[src/rtl/pci_tad_pkg.sv]
package pci_tad_pkg;
  localparam int AD_W     = 32;
  localparam int CMD_W    = 4;
  localparam int DW_BYTES = 4;
  localparam int DW_LSB   = $clog2(DW_BYTES);

  typedef enum logic [1:0] {
    KIND_SPECIAL = 2'd0,
    KIND_IO      = 2'd1,
    KIND_MEM     = 2'd2,
    KIND_CFG     = 2'd3
  } cyc_kind_e;

  // sort a bus command into its cycle class
  function automatic cyc_kind_e classify(input logic [CMD_W-1:0] cmd);
    cyc_kind_e k;
    case (cmd)
      4'b0010, 4'b0011:                         k = KIND_IO;
      4'b0110, 4'b0111, 4'b1100, 4'b1110,
      4'b1111:                                  k = KIND_MEM;
      4'b1010, 4'b1011:                         k = KIND_CFG;
      default:                                  k = KIND_SPECIAL;
    endcase
    return k;
  endfunction

  // window compare: every bit selected by mask & keep must match base
  function automatic logic win_hit(input logic [AD_W-1:0] addr,
                                   input logic [AD_W-1:0] base,
                                   input logic [AD_W-1:0] mask,
                                   input logic [AD_W-1:0] keep);
    return ((addr ^ base) & mask & keep) == '0;
  endfunction

  // next dword address of a linear burst
  function automatic logic [AD_W-1:0] burst_next(input logic [AD_W-1:0] a);
    return a + AD_W'(DW_BYTES);
  endfunction

  // first local address: dword aligned for memory, byte exact otherwise
  function automatic logic [AD_W-1:0] first_addr(input logic [AD_W-1:0] a,
                                                 input logic dword_only);
    logic [AD_W-1:0] r;
    r = a;
    if (dword_only) r[DW_LSB-1:0] = '0;
    return r;
  endfunction
endpackage

[src/rtl/pci_tad_cmd_dec.sv]
module pci_tad_cmd_dec
  import pci_tad_pkg::*;
(
  input  logic [CMD_W-1:0] cmd_i,
  output cyc_kind_e        kind_o,
  output logic             is_write_o
);
  assign kind_o     = classify(cmd_i);
  assign is_write_o = cmd_i[0];
endmodule

[src/rtl/pci_tad_win_cmp.sv]
module pci_tad_win_cmp
  import pci_tad_pkg::*;
#(
  parameter bit BYTE_EXACT = 1'b1
) (
  input  logic            en_i,
  input  logic [AD_W-1:0] addr_i,
  input  logic [AD_W-1:0] base_i,
  input  logic [AD_W-1:0] mask_i,
  output logic            hit_o
);
  logic [AD_W-1:0] keep;

  generate
    if (BYTE_EXACT) begin : g_byte
      assign keep = '1;
    end else begin : g_dword
      assign keep = {{(AD_W-DW_LSB){1'b1}}, {DW_LSB{1'b0}}};
    end
  endgenerate

  assign hit_o = en_i & win_hit(addr_i, base_i, mask_i, keep);
endmodule

[src/rtl/pci_tad_burst_ctr.sv]
module pci_tad_burst_ctr
  import pci_tad_pkg::*;
(
  input  logic            clk,
  input  logic            rst_n,
  input  logic            load_i,
  input  logic [AD_W-1:0] load_val_i,
  input  logic            adv_i,
  output logic [AD_W-1:0] addr_o
);
  logic [AD_W-1:0] addr_q;

  always_ff @(posedge clk) begin
    if (!rst_n)      addr_q <= '0;
    else if (load_i) addr_q <= load_val_i;
    else if (adv_i)  addr_q <= burst_next(addr_q);
  end

  assign addr_o = addr_q;
endmodule

[src/rtl/pci_tgt_addr_dec.sv]
module pci_tgt_addr_dec
  import pci_tad_pkg::*;
(
  input  logic              clk,
  input  logic              rst_n,
  input  logic [AD_W-1:0]   ad_i,
  input  logic [CMD_W-1:0]  cmd_i,
  input  logic              frame_i,
  input  logic              irdy_i,
  input  logic              trdy_i,
  input  logic              mem_en_i,
  input  logic [AD_W-1:0]   mem_base_i,
  input  logic [AD_W-1:0]   mem_mask_i,
  input  logic              io_en_i,
  input  logic [AD_W-1:0]   io_base_i,
  input  logic [AD_W-1:0]   io_mask_i,
  output logic              claim_o,
  output logic              stop_o,
  output logic [1:0]        cyc_kind_o,
  output logic [AD_W-1:0]   loc_addr_o,
  output logic              loc_rd_o,
  output logic              loc_wr_o
);
  typedef enum logic {ST_IDLE = 1'b0, ST_DATA = 1'b1} st_e;

  st_e       st_q, st_d;
  logic      frame_q;
  cyc_kind_e kind_q, kind_now;
  logic      wr_q, wr_now;
  logic      unsup_q;
  logic      io_hit, mem_hit;

  // named internal events, also used by the checker
  logic      addr_cyc;   // first clock of a transaction
  logic      take_cyc;   // address cycle that this target claims
  logic      unsup_now;  // memory burst order other than linear
  logic      xfer;       // completed data phase
  logic      txn_end;    // last phase this target serves

  pci_tad_cmd_dec u_cmd (
    .cmd_i      (cmd_i),
    .kind_o     (kind_now),
    .is_write_o (wr_now)
  );

  pci_tad_win_cmp #(.BYTE_EXACT(1'b1)) u_io_win (
    .en_i   (io_en_i),
    .addr_i (ad_i),
    .base_i (io_base_i),
    .mask_i (io_mask_i),
    .hit_o  (io_hit)
  );

  pci_tad_win_cmp #(.BYTE_EXACT(1'b0)) u_mem_win (
    .en_i   (mem_en_i),
    .addr_i (ad_i),
    .base_i (mem_base_i),
    .mask_i (mem_mask_i),
    .hit_o  (mem_hit)
  );

  assign addr_cyc  = frame_i & ~frame_q & (st_q == ST_IDLE);
  assign take_cyc  = addr_cyc & (((kind_now == KIND_IO)  & io_hit) |
                                 ((kind_now == KIND_MEM) & mem_hit));
  assign unsup_now = (kind_now == KIND_MEM) & (ad_i[DW_LSB-1:0] != '0);
  assign xfer      = (st_q == ST_DATA) & irdy_i & trdy_i;
  assign txn_end   = xfer & (~frame_i | unsup_q);

  always_comb begin
    st_d = st_q;
    case (st_q)
      ST_IDLE: if (take_cyc) st_d = ST_DATA;
      ST_DATA: if (txn_end)  st_d = ST_IDLE;
      default: st_d = ST_IDLE;
    endcase
  end

  always_ff @(posedge clk) begin
    if (!rst_n) begin
      st_q    <= ST_IDLE;
      frame_q <= 1'b0;
      kind_q  <= KIND_SPECIAL;
      wr_q    <= 1'b0;
      unsup_q <= 1'b0;
    end else begin
      st_q    <= st_d;
      frame_q <= frame_i;
      if (addr_cyc) begin
        kind_q  <= kind_now;
        wr_q    <= wr_now;
        unsup_q <= unsup_now;
      end
    end
  end

  pci_tad_burst_ctr u_ctr (
    .clk        (clk),
    .rst_n      (rst_n),
    .load_i     (take_cyc),
    .load_val_i (first_addr(ad_i, kind_now == KIND_MEM)),
    .adv_i      (xfer & (kind_q == KIND_MEM)),
    .addr_o     (loc_addr_o)
  );

  assign claim_o    = (st_q == ST_DATA);
  assign stop_o     = (st_q == ST_DATA) & unsup_q;
  assign cyc_kind_o = kind_q;
  assign loc_rd_o   = xfer & ~wr_q;
  assign loc_wr_o   = xfer &  wr_q;
endmodule

[config.mk]
export PLATFORM = sky130hd
export DESIGN_NAME = pci_tgt_addr_dec
export DESIGN_NICKNAME = d
export VERILOG_FILES = /design/src/rtl/pci_tad_pkg.sv /design/src/rtl/pci_tad_cmd_dec.sv /design/src/rtl/pci_tad_win_cmp.sv /design/src/rtl/pci_tad_burst_ctr.sv /design/src/rtl/pci_tgt_addr_dec.sv
export SDC_FILE = /design/constraint.sdc
export NUM_CORES = 1
export LEC_CHECK = 0
export BUFFER_PORTS_ARGS = -buffer_cell sky130_fd_sc_hd__buf_2
export CAP_MARGIN = 10
export CORE_UTILIZATION = 44
export CTS_CLUSTER_DIAMETER = 150
export DETAILED_ROUTE_END_ITERATION = 10
export PLACE_DENSITY = 0.82
export SLEW_MARGIN = 20
export SYNTH_ARGS = -nofsm -noshare
export SYNTH_HDL_FRONTEND = slang
export SYNTH_SLANG_ARGS = --single-unit
[constraint.sdc]
create_clock -name clk -period 2.13 [get_ports clk]
set_input_delay 0.213 -clock clk [delete_from_list [all_inputs] [get_ports clk]]
set_output_delay 0.213 -clock clk [all_outputs]
set_load 0.005 [all_outputs]
==> results_dict.tcl <==
set metrics [dict create \
    core_area_um2 7290 \
    clk_pin_slew_worst_paths_ns 0.08 \
    synthDistinctLibCells 55 \
    drive_above_1_share_pct 41.6 \
    gr-usage-met1_pct 42.2 \
    syn_inst 425 \
    power_density_nw_per_um2 368 \
    syn_area_per_cell_um2 7.82 \
    grt_use_total_pct 36.5 \
    io_pins 209 \
    cts_inserted_buffers 5 \
    synth.most_common_cell "xor2_1" \
    required_ns 2.36 \
    fmax_mhz 491 \
    fin_crit_ns 2.04 \
    path_max_fanout 19 \
    htree_num_levels 2 \
    crit_type "register to register" \
    num-fill-cells 670 \
    dr.pass1.iters 6 \
    syn_nets 597 \
    synth-edff-count 0 \
    hold_path_class "input pin to register" \
    yosysWarningCount 0 \
    clk_latency_ns 0.30 \
    viasPerCell 6.05 \
    setup_viol 0 \
    fin_cells 767 \
    drc_errors 0 \
    skew_ns 0.00824 \
    cts_hold_buf 0 \
    worst_ep_arrival_time_ns 2.26 \
    chipHeight_um 88.9 \
    relSlewSlack_pct 65.1 \
    final_core_util_pct 66.8 \
    placed_cells 760 \
    finalCritPeriodShare_pct 95.5 \
    start_util_pct 45.6 \
    grt_start_max_net_pins 54 \
    wirelength_um 14700 \
    final_max_slew_viol_count 0 \
    met2_usage_pct 60.9 \
    diodes 0 \
    worst_slew_pin_slew_ns 0.523 \
    hold_viol 0 \
    status "complete, no violations" \
    cts.sinks 38 \
    antenna_left 0 \
    synth_top_area_cell "dfxtp_1" \
    wl_per_cell_um 19.1 \
    synth_area_um2 3320 \
    min_path_cells 2 \
    drt_iter0_drc 347 \
    p_leak_nw 2.29 \
    grt-busiest-layer "met2" \
    ys_ff_latch 38 \
    synthArstFlopShare_pct 0 \
    ys_dominant_reg_cell "dfxtp_1" \
    antenna_found_initial 0 \
    met3_usage_pct 8.86 \
    synth_seq_area_share_pct 22.9 \
    cp-end-kind "register" \
    die_x_um 88.9 \
    synth_top_area_share_pct 22.9 \
    fin_nets 840 \
    first_global_vias 4282 \
    synth_area_leaders "dfxtp_1, xor2_1, a22oi_1, nand3_1, nand4_1" \
    maxCapViolations 0 \
    cts-root-buf "clkbuf_8" \
    grt_overflow 0 \
    via_count 4637 \
    tritoncts "built" \
    critPathLaunchType "register" \
    final.setup.tns_ns 0 \
    die-area_um2 7910 \
    portBuffers 204 \
    rsz0062_at_grt "false" \
    syn_to_final_growth_pct 46.6 \
    grt_pass1_wl_um 21500 \
    ys_top_cells_by_count "xor2_1, a22oi_1, nand3_1" \
    ir_worst_vdd_v 0.000324 \
    place.gp.congestion 0.958 \
    ctsLongestPathBuffers 2 \
    rows 31 \
    dp_hpwl_um 11700 \
    reg2reg_depth 7 \
]
-- final timing paths --
kind                   startpoint               end  slack (ns)
hold / removal            frame_i           frame_q        0.17
hold reg to reg   u_ctr.addr_o[1]   u_ctr.addr_o[1]        0.46
setup reg to reg          claim_o  u_ctr.addr_o[27]        0.09
setup / recovery          claim_o  u_ctr.addr_o[27]        0.09
-- layer usage --
layer	vias to the layer above	share of wire [%]
met1	2129	37
met2	300	47
li1	2136	-
met4	0	5.6
met3	72	11
met5	-	0
-- power breakdown --
group | switching, W | total [W] | internal, W | leakage [nW]
Combinational | 0.000325 | 0.000592 | 0.000266 | 1.94
Sequential | 0.00000336 | 0.000718 | 0.000715 | 0.307
Clock | 0.000262 | 0.000482 | 0.000220 | 0.0438
Total | 0.000591 | 0.00179 | 0.00120 | 2.29
-- placed cells by master, fill, tap and decap left out, types with 3 or more instances in the layout --
master / netlist / final
buf_2: 1 / 204
xor2_1: 65 / 65
buf_4: 1 / 49
a22oi_1: 47 / 47
nand3_1: 46 / 46
nand2_1: 42 / 42
dfxtp_1: 38 / 38
nand4_1: 36 / 36
nor2_1: 17 / 17
nor3_1: 16 / 15
a21oi_1: 13 / 13
o311ai_1: 8 / 9
and3_1: 6 / 6
nand2b_1: 5 / 5
a31oi_1: 5 / 5
o311ai_0: 6 / 5
clkbuf_8: 0 / 5
and2_1: 4 / 4
inv_1: 4 / 4
o31ai_1: 3 / 3
nor4_1: 3 / 3
o21ai_0: 3 / 3
-- sequential cells by signal, indices dropped and copies added, names as in the netlist --
name	count
unsup_q	1
frame_q	1
u_ctr.addr_o	32
cyc_kind_o	2
claim_o	1
wr_q	1
-- area by class of cell --
cell class / count / area (um2) / area share, %
multi-input cells: 364 / 2470 / 50.6
clock inverters: 2 / 10.0 / 0.205
well taps: 99 / 124 / 2.54
repair buffers: 255 / 1430 / 29.3
inverters: 4 / 15.0 / 0.308
flip-flops and latches: 38 / 761 / 15.6
clock buffers: 5 / 68.8 / 1.41
-- logic make-up (layout without fill, tap and decap cells) --
group                    count (synthesis)  count (layout)  share of synthesized area, %
AND/OR/NAND/NOR                        191             191                          31.7
AO/OA/AOI/OAI                          105             105                          24.1
XOR/XNOR                                65              65                          17.1
flip-flops                              38              38                          22.9
buffers and inverters                   23             266                          3.20
multiplexers                             2               2                         0.640
adder cells (fa/ha/maj)                  1               1                         0.376
-- metrics by stage --
stage | setup WS [ns] | area [um2] | hold WS, ns | power [W]
6_report | 0.0948 | 4870 | 0.169 | 0.00179
5_1_grt | 0.0313 | 4870 | 0.174 | 0.00187
4_1_cts | 0.0497 | 4860 | 0.165 | 0.00178
3_5_place_dp | -0.0711 | 4790 | 0.451 | 0.00130
3_3_place_gp | -0.0301 | 4790 | 0.440 | 0.00130
2_1_floorplan | 0.150 | 3320 | 0.335 | 0.000973
-- critical path: stages, from the launching register on --
cell,delay [ns]
dfxtp_1,0.35
nand3_1,0.09
or3b_1,0.50
buf_4,0.26
nor2_2,0.28
nand2_1,0.14
o211ai_1,0.19
o2bb2ai_1,0.14
-- what timing repair did --
action	CTS	global route
endpoints found under the hold margin	0	0
resized for setup	0	3
buffers inserted	0	0
setup endpoints to repair	0	4
Power figures use the tool's default switching activity.
